## src/rtl/dirc_pkg.sv

```systemverilog
package dirc_pkg;
  typedef enum logic [1:0] {
    ENT_UNC = 2'd0,
    ENT_SHR = 2'd1,
    ENT_EXC = 2'd2
  } ent_state_e;

  typedef enum logic [1:0] {
    RQ_RD = 2'd0,
    RQ_WR = 2'd1,
    RQ_IF = 2'd2,
    RQ_WB = 2'd3
  } req_kind_e;

  localparam logic [1:0] RS_SHR = 2'd0;
  localparam logic [1:0] RS_EXC = 2'd1;
  localparam logic [1:0] RS_WBA = 2'd2;

  typedef enum logic [3:0] {
    S_IDLE, S_LOOK, S_MREQ, S_MWAIT, S_FWD, S_FWAIT, S_INV, S_AWAIT, S_RESP
  } dir_fsm_e;
endpackage

```

## src/rtl/dir_table.sv

```systemverilog
module dir_table
  import dirc_pkg::*;
#(
  parameter int NUM_CORES   = 4,
  parameter int NUM_ENTRIES = 8,
  parameter int DATA_W      = 32
) (
  input  logic                           clk,
  input  logic                           rst_n,
  input  logic [$clog2(NUM_ENTRIES)-1:0] blk,
  output ent_state_e                     rd_state,
  output logic [NUM_CORES-1:0]           rd_sharers,
  output logic [DATA_W-1:0]              rd_data,
  output logic                           rd_present,
  input  logic                           wr_meta_en,
  input  ent_state_e                     wr_state,
  input  logic [NUM_CORES-1:0]           wr_sharers,
  input  logic                           wr_data_en,
  input  logic [DATA_W-1:0]              wr_data
);
  ent_state_e             st_q   [NUM_ENTRIES];
  logic [NUM_CORES-1:0]   sh_q   [NUM_ENTRIES];
  logic [DATA_W-1:0]      dat_q  [NUM_ENTRIES];
  logic [NUM_ENTRIES-1:0] pres_q;

  assign rd_state   = st_q[blk];
  assign rd_sharers = sh_q[blk];
  assign rd_data    = dat_q[blk];
  assign rd_present = pres_q[blk];

  always_ff @(posedge clk) begin
    if (!rst_n) begin
      for (int i = 0; i < NUM_ENTRIES; i++) begin
        st_q[i] <= ENT_UNC;
        sh_q[i] <= '0;
      end
      pres_q <= '0;
    end else begin
      if (wr_meta_en) begin
        st_q[blk] <= wr_state;
        sh_q[blk] <= wr_sharers;
      end
      if (wr_data_en) pres_q[blk] <= 1'b1;
    end
  end

  always_ff @(posedge clk) begin
    if (wr_data_en) dat_q[blk] <= wr_data;
  end

  for (genvar g = 0; g < NUM_ENTRIES; g++) begin : g_ent_chk

    owner_single_chk: assert property (@(posedge clk) disable iff (!rst_n)
      st_q[g] == ENT_EXC |-> $countones(sh_q[g]) == 1);

    uncached_empty_chk: assert property (@(posedge clk) disable iff (!rst_n)
      st_q[g] == ENT_UNC |-> sh_q[g] == '0);
  end
endmodule

```

## src/rtl/ack_tracker.sv

```systemverilog
module ack_tracker #(
  parameter int NUM_CORES = 4
) (
  input  logic                         clk,
  input  logic                         rst_n,
  input  logic                         load,
  input  logic [NUM_CORES-1:0]         load_mask,
  input  logic                         ack_valid,
  input  logic [$clog2(NUM_CORES)-1:0] ack_core,
  output logic [NUM_CORES-1:0]         pending,
  output logic                         all_done
);
  logic [NUM_CORES-1:0] pend_q;
  logic [NUM_CORES-1:0] ack_bit;

  assign ack_bit  = ack_valid ? ({{(NUM_CORES-1){1'b0}}, 1'b1} << ack_core) : '0;
  assign pending  = pend_q;
  assign all_done = (pend_q == '0);

  always_ff @(posedge clk) begin
    if (!rst_n)    pend_q <= '0;
    else if (load) pend_q <= load_mask;
    else           pend_q <= pend_q & ~ack_bit;
  end


  ack_expected_chk: assert property (@(posedge clk) disable iff (!rst_n)
    ack_valid |-> pend_q[ack_core]);
endmodule

```

## src/rtl/sharer_directory.sv

```systemverilog
module sharer_directory
  import dirc_pkg::*;
#(
  parameter int NUM_CORES   = 4,
  parameter int NUM_ENTRIES = 8,
  parameter int DATA_W      = 32
) (
  input  logic                           clk,
  input  logic                           rst_n,
  input  logic                           req_valid,
  output logic                           req_ready,
  input  logic [1:0]                     req_type,
  input  logic [$clog2(NUM_CORES)-1:0]   req_core,
  input  logic [$clog2(NUM_ENTRIES)-1:0] req_blk,
  input  logic [DATA_W-1:0]              req_data,
  output logic                           rsp_valid,
  input  logic                           rsp_ready,
  output logic [1:0]                     rsp_kind,
  output logic [$clog2(NUM_CORES)-1:0]   rsp_core,
  output logic [$clog2(NUM_ENTRIES)-1:0] rsp_blk,
  output logic [DATA_W-1:0]              rsp_data,
  output logic                           fwd_valid,
  input  logic                           fwd_ready,
  output logic                           fwd_kind,
  output logic [$clog2(NUM_CORES)-1:0]   fwd_core,
  output logic [$clog2(NUM_CORES)-1:0]   fwd_req_core,
  output logic [$clog2(NUM_ENTRIES)-1:0] fwd_blk,
  input  logic                           own_valid,
  input  logic [DATA_W-1:0]              own_data,
  output logic                           inv_valid,
  input  logic                           inv_ready,
  output logic [NUM_CORES-1:0]           inv_mask,
  output logic [$clog2(NUM_ENTRIES)-1:0] inv_blk,
  input  logic                           ack_valid,
  input  logic [$clog2(NUM_CORES)-1:0]   ack_core,
  output logic                           mem_req_valid,
  input  logic                           mem_req_ready,
  output logic [$clog2(NUM_ENTRIES)-1:0] mem_req_blk,
  input  logic                           mem_rsp_valid,
  input  logic [DATA_W-1:0]              mem_rsp_data
);
  localparam int CORE_W = $clog2(NUM_CORES);
  localparam int BLK_W  = $clog2(NUM_ENTRIES);

  dir_fsm_e             state, nxt;
  req_kind_e            cur_kind;
  logic [CORE_W-1:0]    cur_core;
  logic [BLK_W-1:0]     cur_blk;
  logic [DATA_W-1:0]    cur_data;
  logic [NUM_CORES-1:0] req_bit, others;
  logic [CORE_W-1:0]    owner_idx;

  ent_state_e           rd_state, wr_state;
  logic [NUM_CORES-1:0] rd_sharers, wr_sharers;
  logic [DATA_W-1:0]    rd_data, wr_data;
  logic                 rd_present, wr_meta_en, wr_data_en;

  logic                 set_rsp, set_fwd, ack_load, acks_done;
  logic [1:0]           rsp_kind_d, rsp_kind_q;
  logic [DATA_W-1:0]    rsp_data_d, rsp_data_q;
  logic                 fwd_kind_d, fwd_kind_q;
  logic [CORE_W-1:0]    fwd_core_q;
  logic [NUM_CORES-1:0] inv_mask_q, acks_pending;

  dir_table #(.NUM_CORES(NUM_CORES), .NUM_ENTRIES(NUM_ENTRIES), .DATA_W(DATA_W)) u_table (
    .clk(clk), .rst_n(rst_n), .blk(cur_blk),
    .rd_state(rd_state), .rd_sharers(rd_sharers), .rd_data(rd_data), .rd_present(rd_present),
    .wr_meta_en(wr_meta_en), .wr_state(wr_state), .wr_sharers(wr_sharers),
    .wr_data_en(wr_data_en), .wr_data(wr_data)
  );

  ack_tracker #(.NUM_CORES(NUM_CORES)) u_acks (
    .clk(clk), .rst_n(rst_n), .load(ack_load), .load_mask(others),
    .ack_valid(ack_valid), .ack_core(ack_core),
    .pending(acks_pending), .all_done(acks_done)
  );

  assign req_bit = {{(NUM_CORES-1){1'b0}}, 1'b1} << cur_core;
  assign others  = rd_sharers & ~req_bit;

  always_comb begin
    owner_idx = '0;
    for (int k = NUM_CORES - 1; k >= 0; k--)
      if (rd_sharers[k]) owner_idx = CORE_W'(k);
  end

  always_comb begin
    nxt        = state;
    wr_meta_en = 1'b0;
    wr_state   = ENT_UNC;
    wr_sharers = '0;
    wr_data_en = 1'b0;
    wr_data    = rd_data;
    set_rsp    = 1'b0;
    rsp_kind_d = RS_SHR;
    rsp_data_d = rd_data;
    set_fwd    = 1'b0;
    fwd_kind_d = (cur_kind == RQ_WR);
    ack_load   = 1'b0;
    unique case (state)
      S_IDLE: if (req_valid) nxt = S_LOOK;
      S_LOOK: begin
        if (cur_kind == RQ_WB) begin
          if (rd_state == ENT_EXC && rd_sharers == req_bit) begin
            wr_meta_en = 1'b1;
            wr_data_en = 1'b1;
            wr_data    = cur_data;
          end
          set_rsp    = 1'b1;
          rsp_kind_d = RS_WBA;
          rsp_data_d = '0;
        end else if (!rd_present) begin
          nxt = S_MREQ;
        end else begin
          unique case (rd_state)
            ENT_SHR: begin
              if (cur_kind == RQ_WR) begin
                if (others != '0) begin
                  ack_load = 1'b1;
                  nxt      = S_INV;
                end else begin
                  wr_meta_en = 1'b1;
                  wr_state   = ENT_EXC;
                  wr_sharers = req_bit;
                  set_rsp    = 1'b1;
                  rsp_kind_d = RS_EXC;
                end
              end else begin
                wr_meta_en = 1'b1;
                wr_state   = ENT_SHR;
                wr_sharers = rd_sharers | req_bit;
                set_rsp    = 1'b1;
              end
            end
            ENT_EXC: begin
              if (rd_sharers == req_bit) begin
                set_rsp    = 1'b1;
                rsp_kind_d = RS_EXC;
              end else begin
                set_fwd = 1'b1;
                nxt     = S_FWD;
              end
            end
            default: begin
              wr_meta_en = 1'b1;
              wr_state   = (cur_kind == RQ_IF) ? ENT_SHR : ENT_EXC;
              wr_sharers = req_bit;
              set_rsp    = 1'b1;
              rsp_kind_d = (cur_kind == RQ_IF) ? RS_SHR : RS_EXC;
            end
          endcase
        end
      end
      S_MREQ:  if (mem_req_ready) nxt = S_MWAIT;
      S_MWAIT: begin
        if (mem_rsp_valid) begin
          wr_data_en = 1'b1;
          wr_data    = mem_rsp_data;
          nxt        = S_LOOK;
        end
      end
      S_FWD:   if (fwd_ready) nxt = S_FWAIT;
      S_FWAIT: begin
        if (own_valid) begin
          wr_data_en = 1'b1;
          wr_data    = own_data;
          wr_meta_en = 1'b1;
          set_rsp    = 1'b1;
          rsp_data_d = own_data;
          if (cur_kind == RQ_WR) begin
            wr_state   = ENT_EXC;
            wr_sharers = req_bit;
            rsp_kind_d = RS_EXC;
          end else begin
            wr_state   = ENT_SHR;
            wr_sharers = rd_sharers | req_bit;
          end
        end
      end
      S_INV:   if (inv_ready) nxt = S_AWAIT;
      S_AWAIT: begin
        if (acks_done) begin
          wr_meta_en = 1'b1;
          wr_state   = ENT_EXC;
          wr_sharers = req_bit;
          set_rsp    = 1'b1;
          rsp_kind_d = RS_EXC;
        end
      end
      S_RESP:  if (rsp_ready) nxt = S_IDLE;
      default: nxt = S_IDLE;
    endcase
    if (set_rsp) nxt = S_RESP;
  end

  always_ff @(posedge clk) begin
    if (!rst_n) begin
      state      <= S_IDLE;
      cur_kind   <= RQ_RD;
      cur_core   <= '0;
      cur_blk    <= '0;
      cur_data   <= '0;
      rsp_kind_q <= RS_SHR;
      rsp_data_q <= '0;
      fwd_kind_q <= 1'b0;
      fwd_core_q <= '0;
      inv_mask_q <= '0;
    end else begin
      state <= nxt;
      if (state == S_IDLE && req_valid) begin
        cur_kind <= req_kind_e'(req_type);
        cur_core <= req_core;
        cur_blk  <= req_blk;
        cur_data <= req_data;
      end
      if (set_rsp) begin
        rsp_kind_q <= rsp_kind_d;
        rsp_data_q <= rsp_data_d;
      end
      if (set_fwd) begin
        fwd_kind_q <= fwd_kind_d;
        fwd_core_q <= owner_idx;
      end
      if (ack_load) inv_mask_q <= others;
    end
  end

  assign req_ready     = (state == S_IDLE);
  assign rsp_valid     = (state == S_RESP);
  assign rsp_kind      = rsp_kind_q;
  assign rsp_core      = cur_core;
  assign rsp_blk       = cur_blk;
  assign rsp_data      = rsp_data_q;
  assign fwd_valid     = (state == S_FWD);
  assign fwd_kind      = fwd_kind_q;
  assign fwd_core      = fwd_core_q;
  assign fwd_req_core  = cur_core;
  assign fwd_blk       = cur_blk;
  assign inv_valid     = (state == S_INV);
  assign inv_mask      = inv_mask_q;
  assign inv_blk       = cur_blk;
  assign mem_req_valid = (state == S_MREQ);
  assign mem_req_blk   = cur_blk;


  busy_lock_chk: assert property (@(posedge clk) disable iff (!rst_n)
    req_valid && req_ready |=> !req_ready);

  rsp_hold_chk: assert property (@(posedge clk) disable iff (!rst_n)
    rsp_valid && !rsp_ready |=> rsp_valid && $stable(rsp_data) && $stable(rsp_kind));

  grant_after_acks_chk: assert property (@(posedge clk) disable iff (!rst_n)
    rsp_valid && rsp_kind == RS_EXC |-> acks_pending == '0);

  inv_targets_chk: assert property (@(posedge clk) disable iff (!rst_n)
    inv_valid |-> (inv_mask & req_bit) == '0 && inv_mask != '0);

  fwd_not_self_chk: assert property (@(posedge clk) disable iff (!rst_n)
    fwd_valid |-> fwd_core != cur_core);
endmodule

```

## config.mk

```make
export PLATFORM = sky130hd
export DESIGN_NAME = sharer_directory
export DESIGN_NICKNAME = d
export VERILOG_FILES = /design/src/rtl/dirc_pkg.sv /design/src/rtl/dir_table.sv /design/src/rtl/ack_tracker.sv /design/src/rtl/sharer_directory.sv
export SDC_FILE = /design/constraint.sdc
export NUM_CORES = 1
export LEC_CHECK = 0
export ABC_AREA = 1
export BUFFER_PORTS_ARGS = -buffer_cell sky130_fd_sc_hd__buf_4
export CAP_MARGIN = 40
export CORE_MARGIN = 2
export CORE_UTILIZATION = 36
export CTS_CLUSTER_DIAMETER = 80
export DETAILED_ROUTE_END_ITERATION = 12
export GPL_TIMING_DRIVEN = 0
export PLACE_DENSITY = 0.65
export REMOVE_ABC_BUFFERS = 1
export SKIP_CTS_REPAIR_TIMING = 1
export SLEW_MARGIN = 20
export SYNTH_ARGS = -nofsm -noshare
export SYNTH_HDL_FRONTEND = slang
export SYNTH_SLANG_ARGS = --single-unit
```

## constraint.sdc

```tcl
create_clock -name clk -period 4.65 [get_ports clk]
set_input_delay 0.2325 -clock clk [delete_from_list [all_inputs] [get_ports clk]]
set_output_delay 0.2325 -clock clk [all_outputs]
set_load 0.005 [all_outputs]
```

# [Word level (Yosys, flattened, before mapping)]
# Memory sizes are Yosys's and may differ from the RTL's. A register that Yosys moved wholly into a read port is not among the register bits.
# Cells that the tools add are included.
[word_totals] reg_bits=96 latchBits=0 ram_bits=304 romBits=0 word_cells=184 n_memories=3
[op_classes] add_sub_neg=0 multipliers=0 n_div=0 n_lt_le_gt_ge=2 n_eq_ne=37 n_shift=2 n_mux=107 bitwise_logic=8 n_reduce_logical=12
[mem_list] memory="u_table.dat_q" words=8 width=32 read_ports=1 rd_clocked_by_memory_dff=1 write_ports=1 line_no="dir_table.sv:23" source="logic [DATA_W-1:0] dat_q [NUM_ENTRIES];"
[mem_list] memory="u_table.sh_q" words=8 width=4 read_ports=1 rd_clocked_by_memory_dff=1 write_ports=8 line_no="dir_table.sv:22" source="logic [NUM_CORES-1:0] sh_q [NUM_ENTRIES];"
[mem_list] memory="u_table.st_q" words=8 width=2 read_ports=1 rd_clocked_by_memory_dff=1 write_ports=8 line_no="dir_table.sv:21" source="ent_state_e st_q [NUM_ENTRIES];"
[ops] operator="32-bit two-way mux" n=5
[ops] operator="32-bit case mux with 3 select lines" n=1
[ops] operator="4-bit two-way mux" n=22
[ops] operator="32-bit case mux with 2 select lines" n=1
[ops] operator="1-bit two-way mux" n=40
[ops] operator="4-bit case mux with 8 select lines" n=1
[ops] operator="2-bit two-way mux" n=15
[ops] operator="3-bit two-way mux" n=8
[ops] operator="12-bit AND reduction" n=2
[ops] operator="4-bit by 3-bit == test with 1-bit output, second input constant" n=4
[ops] operator="4-bit case mux with 2 select lines" n=2
[ops] operator="5-bit inequality test, second input constant" n=3
[ops] operator="3-bit by 1-bit inequality test with 1-bit output, second input constant" n=4
[ops] operator="4-bit inequality test, second input constant" n=3
[ops] operator="2-bit case mux with 3 select lines" n=2
[ops] operator="4-bit case mux with 3 select lines" n=1
[ops] operator="2-bit by 1-bit inequality test with 1-bit output, second input constant" n=5
[ops] operator="1-bit case mux with 3 select lines" n=3
[ops] operator="4-bit bitwise AND" n=2
[ops] operator="4-bit by 2-bit == test with 1-bit output, second input constant" n=2
[ops] operator="4-bit logical NOT" n=2
[ops] operator="4-bit inverter" n=2
[ops] operator="8-bit bitwise OR" n=1
[ops] operator="2-bit case mux with 2 select lines" n=2
[ops] operator="other kinds (22)" n=35

# [Depth between registers and ports, before layout]
# Gate-level depths: netlist of run 1.
[logic_depth] word_depth=15 ltp_mapped=23 depth_no_buf=19

# [Modules after synthesis]
# From an unflattened synthesis of run 1, not the netlist that was laid out.
[hier_totals] cells_unflattened=2202 area_unflattened_um2=18795.5
[by_module_without_submodules] module="dir_table" instances=1 cells_each=1307 area_per_inst_um2=13191.4 seq_area_each_um2=9288.9
[by_module_without_submodules] module="sharer_directory" instances=1 cells_each=870 area_per_inst_um2=5429.0 seq_area_each_um2=1681.6
[by_module_without_submodules] module="ack_tracker" instances=1 cells_each=25 area_per_inst_um2=175.2 seq_area_each_um2=80.1

# [Worst setup path before layout of run 1]
# Ideal clock, no wire load.
[synth_timing] path_type="reg-to-reg" from="register (tool-made name)" to="memory u_table.dat_q[0][0], enable pin" arrival_ns=2.899 setup_slack_ns=1.363 stages_incl_launch_ff=14 period_less_slack_ns=3.287 path_cell_list="dfxtp_1 > buf_4 > inv_2 > buf_2 > clkbuf_1 > o21ai_0 > o22ai_1 > inv_1 > o21ai_0 > ha_1 > nand4_1 > o211ai_2 > nand2_1 > inv_1"
[synth_lines] element="end: declaration" line_no="dir_table.sv:23"

==> reports/metrics.csv, run 1 <==
stage;metric;value;unit
floorplanning;die span in x;228.7;microns
detailed_routing;DR vias/cell;5.080;
place;number of I/O port buffers;176;
cts;clock sinks;403;
power_and_ir_drop;PD cells;547.1;mW/mm^2
detailed_routing;Routed Antenna Nets;0;
timing;crit path time final;4.470;ns
layout;Nets;2281;
layout;fill cell count;4620;
power_and_ir_drop;Leakage;8.849;nW
layout;fin area;0.02238;sq mm
setup_path;CP arrival;4.69;ns
setup_path;Critical Path Fanout Max;56;
layout;Final Core Density;0.4479;
global_routing;pin count of the biggest net entering global routing;78;
detailed_routing;per-cell routed wire length;18.23;microns
global_routing;Total GRT Usage;0.1912;
place;Placed Area;0.02042;sq mm
timing;WHS;-0.005886;ns
timing;Max Clock Skew;0.02042;ns
global_routing;GR Overflow Total;0;
layout;share of post-route cells with drive strength above 1;0.1521;
detailed_routing;Routed WL;52170;microns
detailed_routing;DRC Markers;0;
cts;Max clock buf depth;3;
logic_synthesis;most used flip-flop cell after synthesis;edfxtp_1;
setup_path;CP endpoint;u_table.dat_q[0][30];
min_path;min-delay worst type;in2reg;
logic_synthesis;syn avg cell area;9.209;sq um
global_routing;vias in the first global route;13950;
setup_path;Req. time, crit path;4.87;ns
setup_path;setup slack, reg-to-reg;0.18;ns
logic_synthesis;cells after synthesis;1973;
layout;# diodes;0;
setup_path;Crit Path Class;reg2reg;
timing;setup TNS;0;ns
place;routability cong.;0.8243;
global_routing;first-pass GRT wire length;77990;microns
power_and_ir_drop;Max IR drop VDD;0.3533;mV
timing;worst-margin pin slew;0.7519;ns
timing;Hold Fails Final Rpt;1;
min_path;hold depth;3;
detailed_routing;DR pass1 iterations;5;
setup_path;Startpoint Class;flop;
timing;Tcrit/Tclk final;0.9612;
job;Max Cap Viol;0;
logic_synthesis;synth warn;0;
layout;Area Growth Syn to Fin;23.17;%
setup_path;CP Capture Type;flop;
cts;worst skew pair latency;0.57;ns
cts;clk root buf;clkbuf_16;
floorplanning;full die area;0.05228;sq mm
timing;final-report max-slew violation count;0;
cts;H-tree depth;2;
logic_synthesis;count of different cell masters after synthesis;31;
timing;f_max;223.7;MHz
logic_synthesis;EDFF count, synth;304;
cts;CTS Buf Count;45;
timing;final setup fails;0;
timing;Rel. slew slack;0.4987;
status;failing checks;negative hold slack;
detailed_routing;DRT iter0 DRCs;1469;
setup_path;FF-to-FF End;u_table.dat_q[0][30];
floorplanning;Starting Density;0.3636;
logic_synthesis;sequential share of the synthesized area;0.6115;
detailed_routing;total number of vias;14540;
cts;CTS tree;yes;
logic_synthesis;Post-synth ARST share;0;
place;dpl hpwl;31950;microns
cts;CTS clk-pin slew, worst paths;0.06;ns
setup_path;r2r worst-path depth;18;
logic_synthesis;synthesized area;0.01817;sq mm
floorplanning;I/O pins;177;
logic_synthesis;Seq cells post-synth;403;
floorplanning;core area;0.04997;sq mm
floorplanning;FP Rows;82;
timing;RSZ-0062 raised after global routing;false;
status;status;finished with violations;
floorplanning;Die Y-Extent;228.7;microns
global_routing;initial antenna violation count;0;
[routing by layer]
metal  wire length, microns  global-route usage  up-vias
met3                   3940             0.03718       90
met2                  24220              0.3134      559
met5                      0                   0        -
met4                   1417             0.05882        0
li1                       -                   -     7013
met1                  22590              0.2561     6878
[cells in the mapped netlist (all sizes together) (11+ instances only)]
master  number  area [sq um]
and2        32         200.2
buf         40         234.0
edfxtp     304          9129
o21ai      211          1067
a22oi       32         240.2
nand3      233          1211
a21oi       54         270.3
clkbuf      76         285.3
inv        143         536.8
dfxtp       99          1982
nand2      291          1105
nor2       409          1559
nor3        11         55.05
[cell usage in the layout (no fill, tap or decap), types with 4 or more instances in the layout]
cell and instances:
clkinv_2 7, o22ai_1 4, clkbuf_16 49, edfxtp_1 304
o21ai_2 4, ha_1 10, o21ai_1 11, nand3_1 223
and2_1 32, dlygate4sd3_1 35, nor3_1 10, buf_16 10
inv_1 128, clkbuf_8 7, nand3_2 10, clkinv_1 15
o21ai_0 195, inv_2 12, a22oi_1 32, nor2_1 404
nand2_1 283, dfxtp_1 96, buf_4 192, buf_12 10
nand4_1 7, a21oi_1 54, nand2_2 6, clkbuf_1 7
[state kept, by name, indices dropped and copies added, names as in the netlist, 8 cells and up, named ones only]
name and flops:
u_table.pres_q 8, cur_data 32, u_table.st_q 16, u_table.dat_q 256
rsp_data 32, u_table.sh_q 32
[how the worst min path moves through the flow]
stage	startpoint	end
after floorplan	rst_n	state[3]
after global placement	cur_data[21]	cur_data[21]
after detailed placement	cur_data[6]	cur_data[6]
after CTS	req_data[23]	cur_data[23]
after global routing	req_type[0]	cur_kind[0]
final	req_type[0]	cur_kind[0]
[metrics by stage]
step	worst slack [ns]	instances	power, mW
after detailed placement	-0.8011	2735	8.689
after floorplan	-2.723	1857	7.182
final	0.1804	2862	12.24
after global placement	-8.434	2705	8.446
after global routing	0.03445	2862	12.91
after CTS	-0.8053	2816	12.14
[cells by family (layout without fill, tap and decap cells)]
kind of cell / after synthesis / count (layout) / share of synthesized area
and+or+nand+nor: 987 / 987 / 0.2313
AOI/OAI and AO/OA: 306 / 306 / 0.09049
adders and majority gates: 10 / 10 / 0.006887
buffers and inverters: 267 / 484 / 0.05978
DFF: 403 / 403 / 0.6115
[area by class of cell]
cell class	count	area [sq um]	area share
Tap cell	672	840.8	0.03757
Clock inverter	20	150.1	0.006710
Inverter	151	586.8	0.02622
Multi-Input combinational cell	1303	6027	0.2693
Clock buffer	61	1299	0.05804
Sequential cell	403	11120	0.4969
Timing Repair Buffer	252	2355	0.1052
[worst max-delay path, stage by stage (launching register included)]
cell and delay [ns]:
dfxtp_4 0.47, buf_16 0.27, inv_4 0.30, buf_16 0.34, nor2_1 0.08, o21ai_1 0.10, nand2_1 0.11, o21ai_2 0.26
ha_1 0.28, nor2_1 0.15, nand4_1 0.26, o21ai_0 0.26, o211ai_1 0.20, buf_4 0.21, buf_4 0.17, buf_4 0.17
buf_4 0.16, nand2_1 0.05, nand3_1 0.23
[power breakdown]
part / internal (mW) / leakage [nW] / total (mW) / switching (mW)
logic: 1.27 / 4.52 / 3.93 / 2.66
registers: 4.67 / 3.61 / 4.86 / 0.187
clock network: 2.06 / 0.715 / 3.45 / 1.39
total: 8.00 / 8.85 / 12.2 / 4.24
No activity file was read; power rests on OpenSTA's default activity.
==> run 2, diff against run 1 <==
--- a/config.mk
+++ b/config.mk
@@ -6,14 +6,14 @@
 export NUM_CORES = 1
 export LEC_CHECK = 0
 export ABC_AREA = 1
-export BUFFER_PORTS_ARGS = -buffer_cell sky130_fd_sc_hd__buf_4
 export CAP_MARGIN = 40
 export CORE_MARGIN = 2
 export CORE_UTILIZATION = 36
 export CTS_CLUSTER_DIAMETER = 80
 export DETAILED_ROUTE_END_ITERATION = 12
+export DONT_BUFFER_PORTS = 1
 export GPL_TIMING_DRIVEN = 0
-export PLACE_DENSITY = 0.65
+export PLACE_DENSITY = 0.62
 export REMOVE_ABC_BUFFERS = 1
 export SKIP_CTS_REPAIR_TIMING = 1
 export SLEW_MARGIN = 20
==> run 2 against run 1 <==
  * The run still ends with negative hold slack left
  * Flip-flop and latch count did not move
  * Via count fell by 4.1%
  * Design area fell by 4.5%
  * Worst setup slack gained 0.12 ns
  * Combinational power shrank 5.9%
  * Critical path type unchanged
  * Largest cell class unchanged
  * Largest power group unchanged
==> reports/metrics.csv, run 2 (synthesis results as in run 1) <==
stage;metric;value;unit;change
status;status;finished with violations;;
status;failing checks;negative hold slack;;
cts;clk root buf;clkbuf_16;;
layout;Nets;2142;;-6.1%
detailed_routing;DRT iter0 DRCs;1156;;-21%
detailed_routing;per-cell routed wire length;18.74;microns;+2.8%
layout;Final Core Density;0.4278;;-0.02008
power_and_ir_drop;Leakage;8.018;nW;-9.4%
power_and_ir_drop;Seq pwr share;0.407;;+0.010
global_routing;Total GRT Usage;0.1863;;-0.004964
power_and_ir_drop;PD cells;562.5;mW/mm^2;+2.8%
floorplanning;core area;0.04997;sq mm;unchanged
place;dpl hpwl;31200;microns;-2.3%
cts;CTS tree;yes;;
floorplanning;die span in x;228.7;microns;unchanged
detailed_routing;DR pass1 iterations;5;;unchanged
power_and_ir_drop;Sw Share;0.3511;;+0.004505
global_routing;GRT Max-Usage Layer;met2;;
detailed_routing;Routed Antenna Nets;0;;unchanged
layout;fin area;0.02137;sq mm;-4.5%
layout;most flop-heavy register;u_table.dat_q;;
timing;f_max;229.9;MHz;+2.8%
layout;Multi-input gate area;0.006007;sq mm;-0.33%
timing;crit path time final;4.349;ns;-0.1203 ns
global_routing;GR Util met3;0.04291;;+0.005739
setup_path;CP top delay family;buffers and inverters;;
layout;Area Growth Syn to Fin;17.64;%;
cts;clock sinks;403;;unchanged
detailed_routing;DRC Markers;0;;unchanged
setup_path;Critical Path Fanout Max;77;;+38%
power_and_ir_drop;net switching power;4.221;mW;-0.52%
global_routing;grt met2 use;0.3073;;-0.006174
detailed_routing;total number of vias;13950;;-4.1%
global_routing;initial antenna violation count;0;;unchanged
place;Placed Area;0.01912;sq mm;-6.4%
job;Max Cap Viol;0;;unchanged
floorplanning;I/O pins;177;;unchanged
place;# placed instances;2561;;-6.4%
timing;WHS;-0.02037;ns;-0.01449 ns
layout;fill cell count;4722;;+2.2%
layout;sequential cell area;0.01112;sq mm;unchanged
power_and_ir_drop;internal power;7.803;mW;-2.5%
setup_path;Worst path max stage delay;0.43;ns;-0.04 ns
cts;Max clock buf depth;3;;unchanged
global_routing;first-pass GRT wire length;76040;microns;-2.5%
detailed_routing;Routed WL;51080;microns;-2.1%
timing;Max Clock Skew;0.02120;ns;+0.0007769 ns
setup_path;Startpoint Class;flop;;
timing;final setup fails;0;;unchanged
min_path;min-delay worst type;in2reg;;
setup_path;Req. time, crit path;4.86;ns;about the same
layout;Finished Layout Cells;2726;;-4.8%
place;routability cong.;0.8277;;+0.41%
timing;worst-margin pin slew;0.7409;ns;-0.01105 ns
timing;RSZ-0062 raised after global routing;false;;
cts;CTS Buf Count;45;;unchanged
setup_path;critical-path cell list;buf_16 -> inv_8 -> buf_16 -> nand2_1 -> nand3_1 -> nand2_1 -> o21ai_1 -> ha_1 -> inv_1 -> nand4_1 -> o21ai_0 -> o211ai_1 -> buf_4 -> buf_4 -> buf_4 -> nand2_1 -> nand3_1;;
floorplanning;full die area;0.05228;sq mm;unchanged
timing;Tcrit/Tclk final;0.9353;;-0.02586
timing;Rel. slew slack;0.5061;;+0.007368
layout;max reg flops;256;;unchanged
place;number of I/O port buffers;0;;-100%
global_routing;pin count of the biggest net entering global routing;78;;unchanged
floorplanning;Die Y-Extent;228.7;microns;unchanged
cts;worst skew pair latency;0.57;ns;about the same
layout;most frequent cells in the layout;nor2_1 (404), edfxtp_1 (304), nand2_1 (283);;
layout;share of post-route cells with drive strength above 1;0.07303;;-0.07903
global_routing;vias in the first global route;13280;;-4.8%
layout;most common cell after layout, fill and taps aside;nor2_1;;
layout;# diodes;0;;unchanged
setup_path;CP Capture Type;flop;;
global_routing;GR Overflow Total;0;;unchanged
power_and_ir_drop;Comb power frac;0.307;;-0.014
cts;H-tree depth;2;;unchanged
setup_path;CP arrival;4.56;ns;-0.13 ns
power_and_ir_drop;Max IR drop VDD;0.3004;mV;-15%
global_routing;GR Util met1;0.2439;;-0.01215
timing;final-report max-slew violation count;0;;unchanged
cts;CTS clk-pin slew, worst paths;0.06;ns;about the same
timing;Hold Fails Final Rpt;21;;+20
floorplanning;FP Rows;82;;unchanged
setup_path;Crit Path Class;reg2reg;;
setup_path;Worst path slowest cell;dfxtp_4;;
floorplanning;Starting Density;0.3636;;unchanged
detailed_routing;DR vias/cell;5.117;;+0.71%
setup_path;Worst Path Buf+Inv;7;;unchanged
power_and_ir_drop;clock network power share;0.285;;+0.003
run 2: power by group through the flow:
stage	Combinational, mW	Clock (mW)	Sequential [mW]
2_1_floorplan	2.22	0	4.96
3_5_place_dp	3.48	0	4.99
5_1_grt	4.16	3.64	4.92
6_report	3.70	3.43	4.89
4_1_cts	3.50	3.50	4.91
3_3_place_gp	3.10	0	5.13
run 2: path summary, 6_finish.rpt:
check                   start              endpoint  slack (ns)  cells past startpoint
hold reg to reg   cur_data[5]           cur_data[5]        0.46                      2
setup / recovery         flop  u_table.dat_q[1][18]        0.30                     17
hold / removal    own_data[3]           rsp_data[3]       -0.02                      6
setup reg to reg         flop  u_table.dat_q[1][18]        0.30                     17
run 2: stage by stage:
step                      worst slack (ns)  total power [mW]  hold WS (ns)  TNS (ns)
after floorplan                     -2.723             7.182        0.3301  -1609.24
after global placement              -8.453             8.225        0.3473  -5357.13
after detailed placement           -0.1717             8.476        0.3570    -19.03
after CTS                          -0.1687             11.91       -0.2361    -16.76
after global routing               0.05499             12.73      0.002710         0
final                               0.3007             12.02      -0.02037         0
run 2: metal layers:
metal | vias to the layer above | wire (microns)
met5 | - | 0
li1 | 6740 | -
met3 | 84 | 3681
met1 | 6647 | 22410
met2 | 477 | 23790
met4 | 0 | 1191
run 2: worst register-to-register path, delay by kind of cell (launching register included):
kind,cells,cell delay [ns]
and+or+nand+nor,6,0.92
buffers and inverters,7,1.56
adders and majority gates,1,0.32
DFF,1,0.43
AOI/OAI and AO/OA,3,0.76
run 2: area by class of cell:
class / instances / share of cell area
Clock buffer: 59 / 0.05748
Clock inverter: 25 / 0.009249
Inverter: 151 / 0.02728
Multi-Input combinational cell: 1303 / 0.2810
Sequential cell: 403 / 0.5202
Tap cell: 672 / 0.03934
Timing Repair Buffer: 113 / 0.06539
